## src/rtl/prio_sel_pkg.sv

```systemverilog
package prio_sel_pkg;

    // Default geometry: 31 real sources plus reserved ID 0, 4-bit priorities.
    localparam int DEF_VEC_W   = 32;
    localparam int DEF_NUM_IDS = 32;
    localparam int DEF_PRIO_W  = 4;

    // Number of compare levels for a vector of the given width.
    function automatic int tree_levels(input int width);
        return (width < 2) ? 1 : $clog2(width);
    endfunction

    // Leaf count of the balanced tree (next power of two).
    function automatic int tree_leaves(input int width);
        return 1 << tree_levels(width);
    endfunction

endpackage

```

## src/rtl/prio_elig.sv

```systemverilog
module prio_elig #(
    parameter int VEC_W   = prio_sel_pkg::DEF_VEC_W,
    parameter int NUM_IDS = prio_sel_pkg::DEF_NUM_IDS
) (
    input  logic [VEC_W-1:0] pend_i,
    input  logic [VEC_W-1:0] claim_i,
    output logic [VEC_W-1:0] elig_o
);

    for (genvar i = 0; i < VEC_W; i++) begin : g_bit
        // ID 0 is reserved; IDs at or above NUM_IDS do not exist.
        localparam logic IN_RANGE = (i != 0) && (i < NUM_IDS);
        assign elig_o[i] = pend_i[i] & ~claim_i[i] & IN_RANGE;
    end

endmodule

```

## src/rtl/prio_node.sv

```systemverilog
module prio_node #(
    parameter int ID_W   = 5,
    parameter int PRIO_W = prio_sel_pkg::DEF_PRIO_W
) (
    input  logic              lo_vld,
    input  logic [ID_W-1:0]   lo_id,
    input  logic [PRIO_W-1:0] lo_prio,
    input  logic              hi_vld,
    input  logic [ID_W-1:0]   hi_id,
    input  logic [PRIO_W-1:0] hi_prio,
    output logic              out_vld,
    output logic [ID_W-1:0]   out_id,
    output logic [PRIO_W-1:0] out_prio
);

    logic take_hi;

    // The lower-ID side is kept unless the higher side is valid and
    // strictly more urgent (or the lower side is empty).
    assign take_hi  = hi_vld && (!lo_vld || (hi_prio > lo_prio));
    assign out_vld  = take_hi ? hi_vld  : lo_vld;
    assign out_id   = take_hi ? hi_id   : lo_id;
    assign out_prio = take_hi ? hi_prio : lo_prio;

    always_comb begin
        AST_NODE_VLD_MERGE: assert (out_vld == (lo_vld | hi_vld)) else $error("node valid lost");
    end

endmodule

```

## src/rtl/prio_tree.sv

```systemverilog
module prio_tree #(
    parameter int VEC_W  = prio_sel_pkg::DEF_VEC_W,
    parameter int PRIO_W = prio_sel_pkg::DEF_PRIO_W,
    localparam int LEVELS = prio_sel_pkg::tree_levels(VEC_W),
    localparam int LEAVES = prio_sel_pkg::tree_leaves(VEC_W),
    localparam int ID_W   = LEVELS
) (
    input  logic [VEC_W-1:0]             elig_i,
    input  logic [VEC_W-1:0][PRIO_W-1:0] prio_i,
    output logic                         root_vld_o,
    output logic [ID_W-1:0]              root_id_o,
    output logic [PRIO_W-1:0]            root_prio_o
);

    for (genvar l = 0; l <= LEVELS; l++) begin : g_lvl
        localparam int N = LEAVES >> l;
        logic [N-1:0]             v;
        logic [N-1:0][ID_W-1:0]   id;
        logic [N-1:0][PRIO_W-1:0] pr;

        if (l == 0) begin : g_leaf
            for (genvar j = 0; j < N; j++) begin : g_in
                if (j < VEC_W) begin : g_real
                    assign v[j]  = elig_i[j];
                    assign id[j] = ID_W'(j);
                    assign pr[j] = prio_i[j];
                end else begin : g_pad
                    assign v[j]  = 1'b0;
                    assign id[j] = '0;
                    assign pr[j] = '0;
                end
            end
        end else begin : g_cmp
            for (genvar j = 0; j < N; j++) begin : g_n
                prio_node #(.ID_W(ID_W), .PRIO_W(PRIO_W)) u_node (
                    .lo_vld  (g_lvl[l-1].v[2*j]),
                    .lo_id   (g_lvl[l-1].id[2*j]),
                    .lo_prio (g_lvl[l-1].pr[2*j]),
                    .hi_vld  (g_lvl[l-1].v[2*j+1]),
                    .hi_id   (g_lvl[l-1].id[2*j+1]),
                    .hi_prio (g_lvl[l-1].pr[2*j+1]),
                    .out_vld (v[j]),
                    .out_id  (id[j]),
                    .out_prio(pr[j])
                );
            end
        end
    end

    assign root_vld_o  = g_lvl[LEVELS].v[0];
    assign root_id_o   = g_lvl[LEVELS].id[0];
    assign root_prio_o = g_lvl[LEVELS].pr[0];

endmodule

```

## src/rtl/prio_pick_sel.sv

```systemverilog
module prio_pick_sel #(
    parameter int VEC_W   = prio_sel_pkg::DEF_VEC_W,
    parameter int NUM_IDS = prio_sel_pkg::DEF_NUM_IDS,
    parameter int PRIO_W  = prio_sel_pkg::DEF_PRIO_W,
    localparam int ID_W   = prio_sel_pkg::tree_levels(VEC_W)
) (
    input  logic [VEC_W-1:0]             pend_i,
    input  logic [VEC_W-1:0]             claim_i,
    input  logic [VEC_W-1:0][PRIO_W-1:0] prio_i,
    output logic [ID_W-1:0]              win_id_o,
    output logic [PRIO_W-1:0]            win_prio_o,
    output logic                         win_vld_o
);

    logic [VEC_W-1:0]  elig;
    logic              root_vld;
    logic [ID_W-1:0]   root_id;
    logic [PRIO_W-1:0] root_prio;

    prio_elig #(.VEC_W(VEC_W), .NUM_IDS(NUM_IDS)) u_elig (
        .pend_i (pend_i),
        .claim_i(claim_i),
        .elig_o (elig)
    );

    prio_tree #(.VEC_W(VEC_W), .PRIO_W(PRIO_W)) u_tree (
        .elig_i     (elig),
        .prio_i     (prio_i),
        .root_vld_o (root_vld),
        .root_id_o  (root_id),
        .root_prio_o(root_prio)
    );

    // Empty result is forced to ID 0 / priority 0.
    assign win_vld_o  = root_vld;
    assign win_id_o   = root_vld ? root_id   : '0;
    assign win_prio_o = root_vld ? root_prio : '0;

    always_comb begin
        AST_VLD_MATCHES_ELIG: assert (win_vld_o == (|elig)) else $error("valid mismatch");
        AST_EMPTY_IS_ZERO: assert (win_vld_o || (win_id_o == '0 && win_prio_o == '0)) else $error("empty not zero");
        AST_WIN_NOT_CLAIMED: assert (!win_vld_o || (pend_i[win_id_o] && !claim_i[win_id_o])) else $error("ineligible win");
        AST_WIN_IN_RANGE: assert (!win_vld_o || (win_id_o != '0 && int'(win_id_o) < NUM_IDS)) else $error("id out of range");
        AST_WIN_PRIO_TRUE: assert (!win_vld_o || (win_prio_o == prio_i[win_id_o])) else $error("priority mismatch");
    end

endmodule

```

## config.mk

```make
export PLATFORM = sky130hd
export DESIGN_NAME = prio_pick_sel
export DESIGN_NICKNAME = d
export VERILOG_FILES = /design/src/rtl/prio_sel_pkg.sv /design/src/rtl/prio_elig.sv /design/src/rtl/prio_node.sv /design/src/rtl/prio_tree.sv /design/src/rtl/prio_pick_sel.sv
export SDC_FILE = /design/constraint.sdc
export NUM_CORES = 1
export LEC_CHECK = 0
export BUFFER_PORTS_ARGS = -buffer_cell sky130_fd_sc_hd__buf_2
export CAP_MARGIN = 20
export CORE_ASPECT_RATIO = 1.5
export CORE_MARGIN = 2
export CORE_UTILIZATION = 45
export DETAILED_ROUTE_END_ITERATION = 7
export PLACE_DENSITY = 0.72
export SLEW_MARGIN = 20
export SYNTH_ARGS = -nofsm -noshare
export SYNTH_HDL_FRONTEND = slang
export SYNTH_HIERARCHICAL = 1
export SYNTH_SLANG_ARGS = --single-unit
```

## constraint.sdc

```tcl
create_clock -name vclk -period 31.5
set_input_delay 6.3 -clock vclk [all_inputs]
set_output_delay 6.3 -clock vclk [all_outputs]
set_load 0.01 [all_outputs]
```

# After elaboration in Yosys (flattened, before gate mapping)
# Index checks and enable logic that the tools add are counted.
# word_totals
regBits,0
input_bits,192
out_inout_bits,10
elab_cells,277
# op_classes
n_lt_le_gt_ge,30
mux,95
bitwise_logic,62
reduce_logical,90
# op_table
op,count
$mux W4,32
$gt A4 B4 Y1,30
$mux W5,16
$mux W1,47
$and A1 B1 Y1,31
$not A1 Y1,31
$logic_and A1 B1 Y1,30
$logic_not A1 Y1,30
$logic_or A1 B1 Y1,30

# Logic depth before layout (Yosys ltp)
# Gate-level depths: netlist (run 1).
# logic_depth
word_depth,23
depth_mapped,31
depth_no_buf,31

# Cells and area by module
# Netlist (run 1), hierarchy kept.
# by_module_without_submodules
module,n_inst,cells_per_inst,area_per_inst_um2
prio_node,31,26,251.5
prio_elig,1,33,437.9
prio_pick_sel,1,9,56.3
prio_tree,1,2,7.5

# Worst setup path before layout (run 1)
# OpenSTA, ideal clock, no wires.
# synth_timing
path_kind,input-to-output
start,input port prio_i[123] in the netlist's numbering
end,output port win_id_o[0]
arrival_time_ns,12.425
required_ns,25.200
setup_slack_ns,12.775
stages,27
path_buffers,0
cell_sequence,inv_1 -> ha_1 -> nand2_1 -> o21bai_4 -> a21oi_4 -> mux2_2 -> ha_1 -> nand2_1 -> o21bai_4 -> a21oi_4 -> mux2_2 -> ha_1 -> nand2_1 -> o21bai_4 -> a21oi_4 -> mux2_2 -> ha_1 -> nand2_1 -> o21bai_4 -> a21oi_4 -> mux2_2 -> ha_1 -> nand2_1 -> o21bai_4 -> a21oi_4 -> mux2_2 -> and2_1
# synth_lines
element,line,rtl
from (decl),prio_pick_sel.sv:9,"input logic [VEC_W-1:0][PRIO_W-1:0] prio_i,"
to (decl),prio_pick_sel.sv:10,"output logic [ID_W-1:0] win_id_o,"

==> run_results.csv, run 1 <==
group,metric,value,unit
outcome,outcome,"complete, no violations",
critical_path,critPathLaunchType,"input port",
critical_path,critPathMaxFanout,9,
synth,synth.distinct_cells,15,
sta,min_period,19.54,ns
critical_path,required,25.20,ns
sta,tns,0,ns
synth,synthMostInstantiatedCell,"mux2_2",
synth,syn-instance-count,850,
floorplanning,die-area,19560,sq um
floorplanning,rows,60,
sta,post-route-worst-setup-slack,11.96,ns
sta,setup_viol,0,
clock_network,post_cts_buffers,0,
place,pre_cts_slack,11.92,ns
floorplanning,num_io_pins,202,
sta,max_freq,51.18,MHz
final_layout,seq_cells,0,
critical_path,critPathKind,"in2out",
clock_network,hold_buffers,0,
grt,grt_util_all_layers,0.1754,
synth,syn_area,8298,sq um
power,pwr-share-seq,0,
sta,rsz0062_at_grt,"false",
power,irDropWorstVdd,0.03718,mV
place,place.detailed.hpwl,16000,microns
power,p_leak,4.981,nW
grt,antenna_found_initial,0,
place,gp_congestion,0.8080,
sta,drv_slew,0,
synth,synthTopCellsByCount,"mux2_2, inv_1, ha_1",
final_layout,fill_cells,1680,
synth,synth-warning-count,6,
final_layout,nNetsFinal,1525,
critical_path,arrival,13.24,ns
route,routedWlPerCell,12.21,microns
power,swShare,0.4747,
power,power_density,32.70,nW/um^2
final_layout,utilization,0.5637,
final_layout,num_antenna_cells,0,
grt,overflow,0,
critical_path,cpMaxStageDelayCell,"mux2_2",
grt,grt_pass1_vias,6880,
place,port_buffers,200,
worst_hold_path,hp-class,"in2out",
floorplanning,die_x,114.9,microns
clock_network,cts_resized,0,
sta,final-hold-violation-count,0,
floorplanning,core-area,18020,sq um
floorplanning,initial_core_util,0.4606,
route,vias,6811,
grt,grt_first_pass_wirelength,28950,microns
power,internal_power,0.1745,mW
power,pwr-share-clk,0,
route,postRouteAntennaNets,0,
final_layout,multiInputGateArea,8302,sq um
power,power.total,0.3321,mW
critical_path,critPathMaxStageDelay,0.40,ns
synth,synth_top_area_share,0.3786,
route,drt_iter0_drc,134,
power,p_sw,0.1577,mW
power,p_comb_frac,1.000,
final_layout,clock_buffers,0,
route,drt_pass1_iterations,4,
critical_path,end_kind,"output pin",
synth,yosysSeqAreaShare,0,
sta,finalCritPeriodShare,0.6203,
floorplanning,die_y,170.3,microns
job,drv_cap,0,
final_layout,layout-drive-gt1-share,0.5253,
route,drc_errors,0,
grt,grt_max_degree,11,
route,wirelength,17380,microns
synth,yosys.area.top_type,"mux2_2",
synth,avgSynthCellArea,9.762,sq um
synth,synthTopCellsByArea,"mux2_2, ha_1, a211oi_4",
final_layout,area_growth,22.39,%
final_layout,final-seq-area,0,sq um
route,viasPerCell,4.783,
[per-stage QoR]
stage / hold slack [ns] / instances / cell area (sq um)
finish: 13.62 / 1424 / 10160
detailed placement: 13.60 / 1424 / 10160
CTS: 13.61 / 1424 / 10160
global placement: 13.60 / 1424 / 10160
floorplan: 13.22 / 1008 / 8891
global route: 13.70 / 1424 / 10160
[layout make-up]
type,count,share of cell area
Multi-Input combinational cell,852,0.8174
Timing Repair Buffer,200,0.09856
Inverter,155,0.05729
Tap cell,217,0.02673
[per-layer routing]
| metal | routed length [microns] | track usage | vias to the layer above |
|---|---|---|---|
| met4 | 200 | 0.01991 | 0 |
| li1 | - | - | 3529 |
| met5 | 0 | 0 | - |
| met1 | 6251 | 0.1741 | 3147 |
| met3 | 461 | 0.005698 | 16 |
| met2 | 10470 | 0.3916 | 119 |
[cells by family after synthesis]
logic type,share of synthesized area
fa+ha+maj,0.1870
compound gates,0.2244
mux,0.3786
buf+inv,0.07102
other cells,0.001357
simple gates,0.1377
[path summary, 6_finish.rpt]
path	start	end	cells after the start
worst max-delay path	prio_i[123]	win_id_o[2]	29
worst min-delay path	pend_i[31]	win_vld_o	8
[cells in the final DEF, fill, tap and decap left out]
master / netlist / final
nand2_1: 31 / 31
and2_1: 9 / 9
inv_1: 155 / 155
or2_2: 31 / 31
ha_1: 124 / 124
o21ai_1: 31 / 31
buf_2: 0 / 200
nor2b_4: 31 / 31
a211oi_4: 31 / 31
nand3_1: 31 / 31
conb_1: 3 / 161
a21oi_4: 31 / 31
o21bai_4: 31 / 31
nor2b_1: 31 / 31
mux2_2: 279 / 279
[critical path: cells and delay by family]
family | cells | cell delay (ns)
buf+inv | 3 | 0.29
fa+ha+maj | 5 | 1.66
mux | 5 | 1.95
compound gates | 10 | 2.37
simple gates | 6 | 0.64
[power by group through the flow]
stage                     combinational, mW  clock, mW  sequential [mW]
final                                 0.332          0                0
after global routing                  0.365          0                0
after CTS                             0.331          0                0
after detailed placement              0.329          0                0
after global placement                0.323          0                0
after floorplan                       0.256          0                0
(Power assumes the default switching activity.)
==> inputs of run 2 (changes only) <==
==> constraint.sdc (replaced) <==
create_clock -name vclk -period 19.8
set_input_delay 3.96 -clock vclk [all_inputs]
set_output_delay 3.96 -clock vclk [all_outputs]
set_load 0.01 [all_outputs]
==> run 2 against run 1 <==
  * Via count shrank 0.56%
  * Non-clock buffer count is the same
  * Total power grew 58%
  * Combinational power grew 58%
  * Critical path type unchanged
  * Largest cell class unchanged
  * Largest power group unchanged
==> run_results.csv, run 2 (same netlist as run 1, synthesis figures left out) <==
group,metric,value,unit
sta,min_period,14.84,ns
final_layout,fill_cells,1669,
job,drv_cap,0,
grt,antenna_found_initial,0,
sta,final-hold-violation-count,0,
sta,max_freq,67.41,MHz
critical_path,crit_buf_inv,3,
final_layout,num_antenna_cells,0,
final_layout,area_growth,22.39,%
floorplanning,core-area,18020,sq um
place,pre_cts_slack,4.974,ns
power,power_density,51.71,nW/um^2
grt,grt_first_pass_wirelength,28440,microns
floorplanning,die_y,170.3,microns
route,vias,6773,
critical_path,critPathMaxFanout,9,
floorplanning,num_io_pins,202,
final_layout,final-seq-area,0,sq um
final_layout,seq_cells,0,
grt,overflow,0,
power,irDropWorstVdd,0.05412,mV
route,drt_pass1_iterations,4,
grt,grt_pass1_vias,6892,
route,routedWlPerCell,11.91,microns
sta,finalCritPeriodShare,0.7493,
sta,setup_viol,0,
route,drt_iter0_drc,106,
critical_path,cpLargestDelayFamily,"compound AO/OA/AOI/OAI gates",
grt,grt_util_all_layers,0.1722,
final_layout,layout-drive-gt1-share,0.5253,
floorplanning,die-area,19560,sq um
route,drc_errors,0,
sta,post-route-worst-setup-slack,4.964,ns
sta,tns,0,ns
floorplanning,initial_core_util,0.4606,
final_layout,multiInputGateArea,8302,sq um
route,viasPerCell,4.756,
worst_hold_path,hp-class,"in2out",
final_layout,mostFrequentLayoutCells,"mux2_2, buf_2, conb_1",
floorplanning,rows,60,
clock_network,post_cts_buffers,0,
grt,grt_max_degree,11,
place,place.detailed.hpwl,15730,microns
critical_path,critPathMaxStageDelay,0.41,ns
clock_network,cts_resized,0,
sta,drv_slew,0,
power,p_leak,4.981,nW
outcome,outcome,"complete, no violations",
sta,rsz0062_at_grt,"false",
route,wirelength,16960,microns
floorplanning,die_x,114.9,microns
critical_path,arrival,10.88,ns
route,postRouteAntennaNets,0,
critical_path,cp_num_cells,29,
critical_path,required,15.84,ns
final_layout,clock_buffers,0,
critical_path,cpMaxStageDelayCell,"mux2_2",
place,gp_congestion,0.8021,
critical_path,critPathKind,"in2out",
place,port_buffers,200,
worst_hold_path,hold_path_depth,8,
critical_path,critPathLaunchType,"input port",
critical_path,end_kind,"output pin",
final_layout,final_common_cell,"mux2_2",
final_layout,nNetsFinal,1525,
clock_network,hold_buffers,0,
-- run 2: cell counts in the layout (fill, tap and decap cells not counted) --
Identical to the previous run, type by type.
-- run 2: path summary, 6_finish.rpt --
path	from	endpoint	slack [ns]
setup / recovery	prio_i[123]	win_id_o[1]	4.96
hold / removal	pend_i[31]	win_vld_o	8.91
-- run 2: stage by stage --
step / total power [mW] / std cells / instance area (sq um) / hold WS (ns) / utilization
final: 0.5251 / 1424 / 10160 / 8.906 / 0.5637
after global routing: 0.5803 / 1424 / 10160 / 9.036 / 0.5637
after CTS: 0.5258 / 1424 / 10160 / 8.917 / 0.5637
after detailed placement: 0.5230 / 1424 / 10160 / 8.912 / 0.5637
after global placement: 0.5145 / 1424 / 10160 / 8.920 / 0.5637
after floorplan: 0.4069 / 1008 / 8891 / 8.538 / -
-- run 2: where the power goes --
part / total [mW] / switching, mW / internal (mW) / leakage (nW)
combinational: 0.525 / 0.248 / 0.278 / 4.98
sequential: 0 / 0 / 0 / 0
clock: 0 / 0 / 0 / 0
-- run 2: cell type report --
cell class,instances,share of cell area
Inverter,155,0.05729
Multi-Input combinational cell,852,0.8174
Tap cell,217,0.02673
Timing Repair Buffer,200,0.09856
-- run 2: metal layers --
metal	global-route usage	wire [microns]	vias up
li1	-	-	3532
met4	0.02567	282	0
met3	0.006410	473	18
met5	0	0	-
met2	0.3801	9933	119
met1	0.1715	6272	3104
-- run 2: worst min-delay path, cell delays in order --
cell and delay, ns:
buf_2 0.08, nor2b_4 0.12, or2_2 0.12, or2_2 0.12
or2_2 0.11, or2_2 0.11, or2_2 0.18, buf_2 0.16
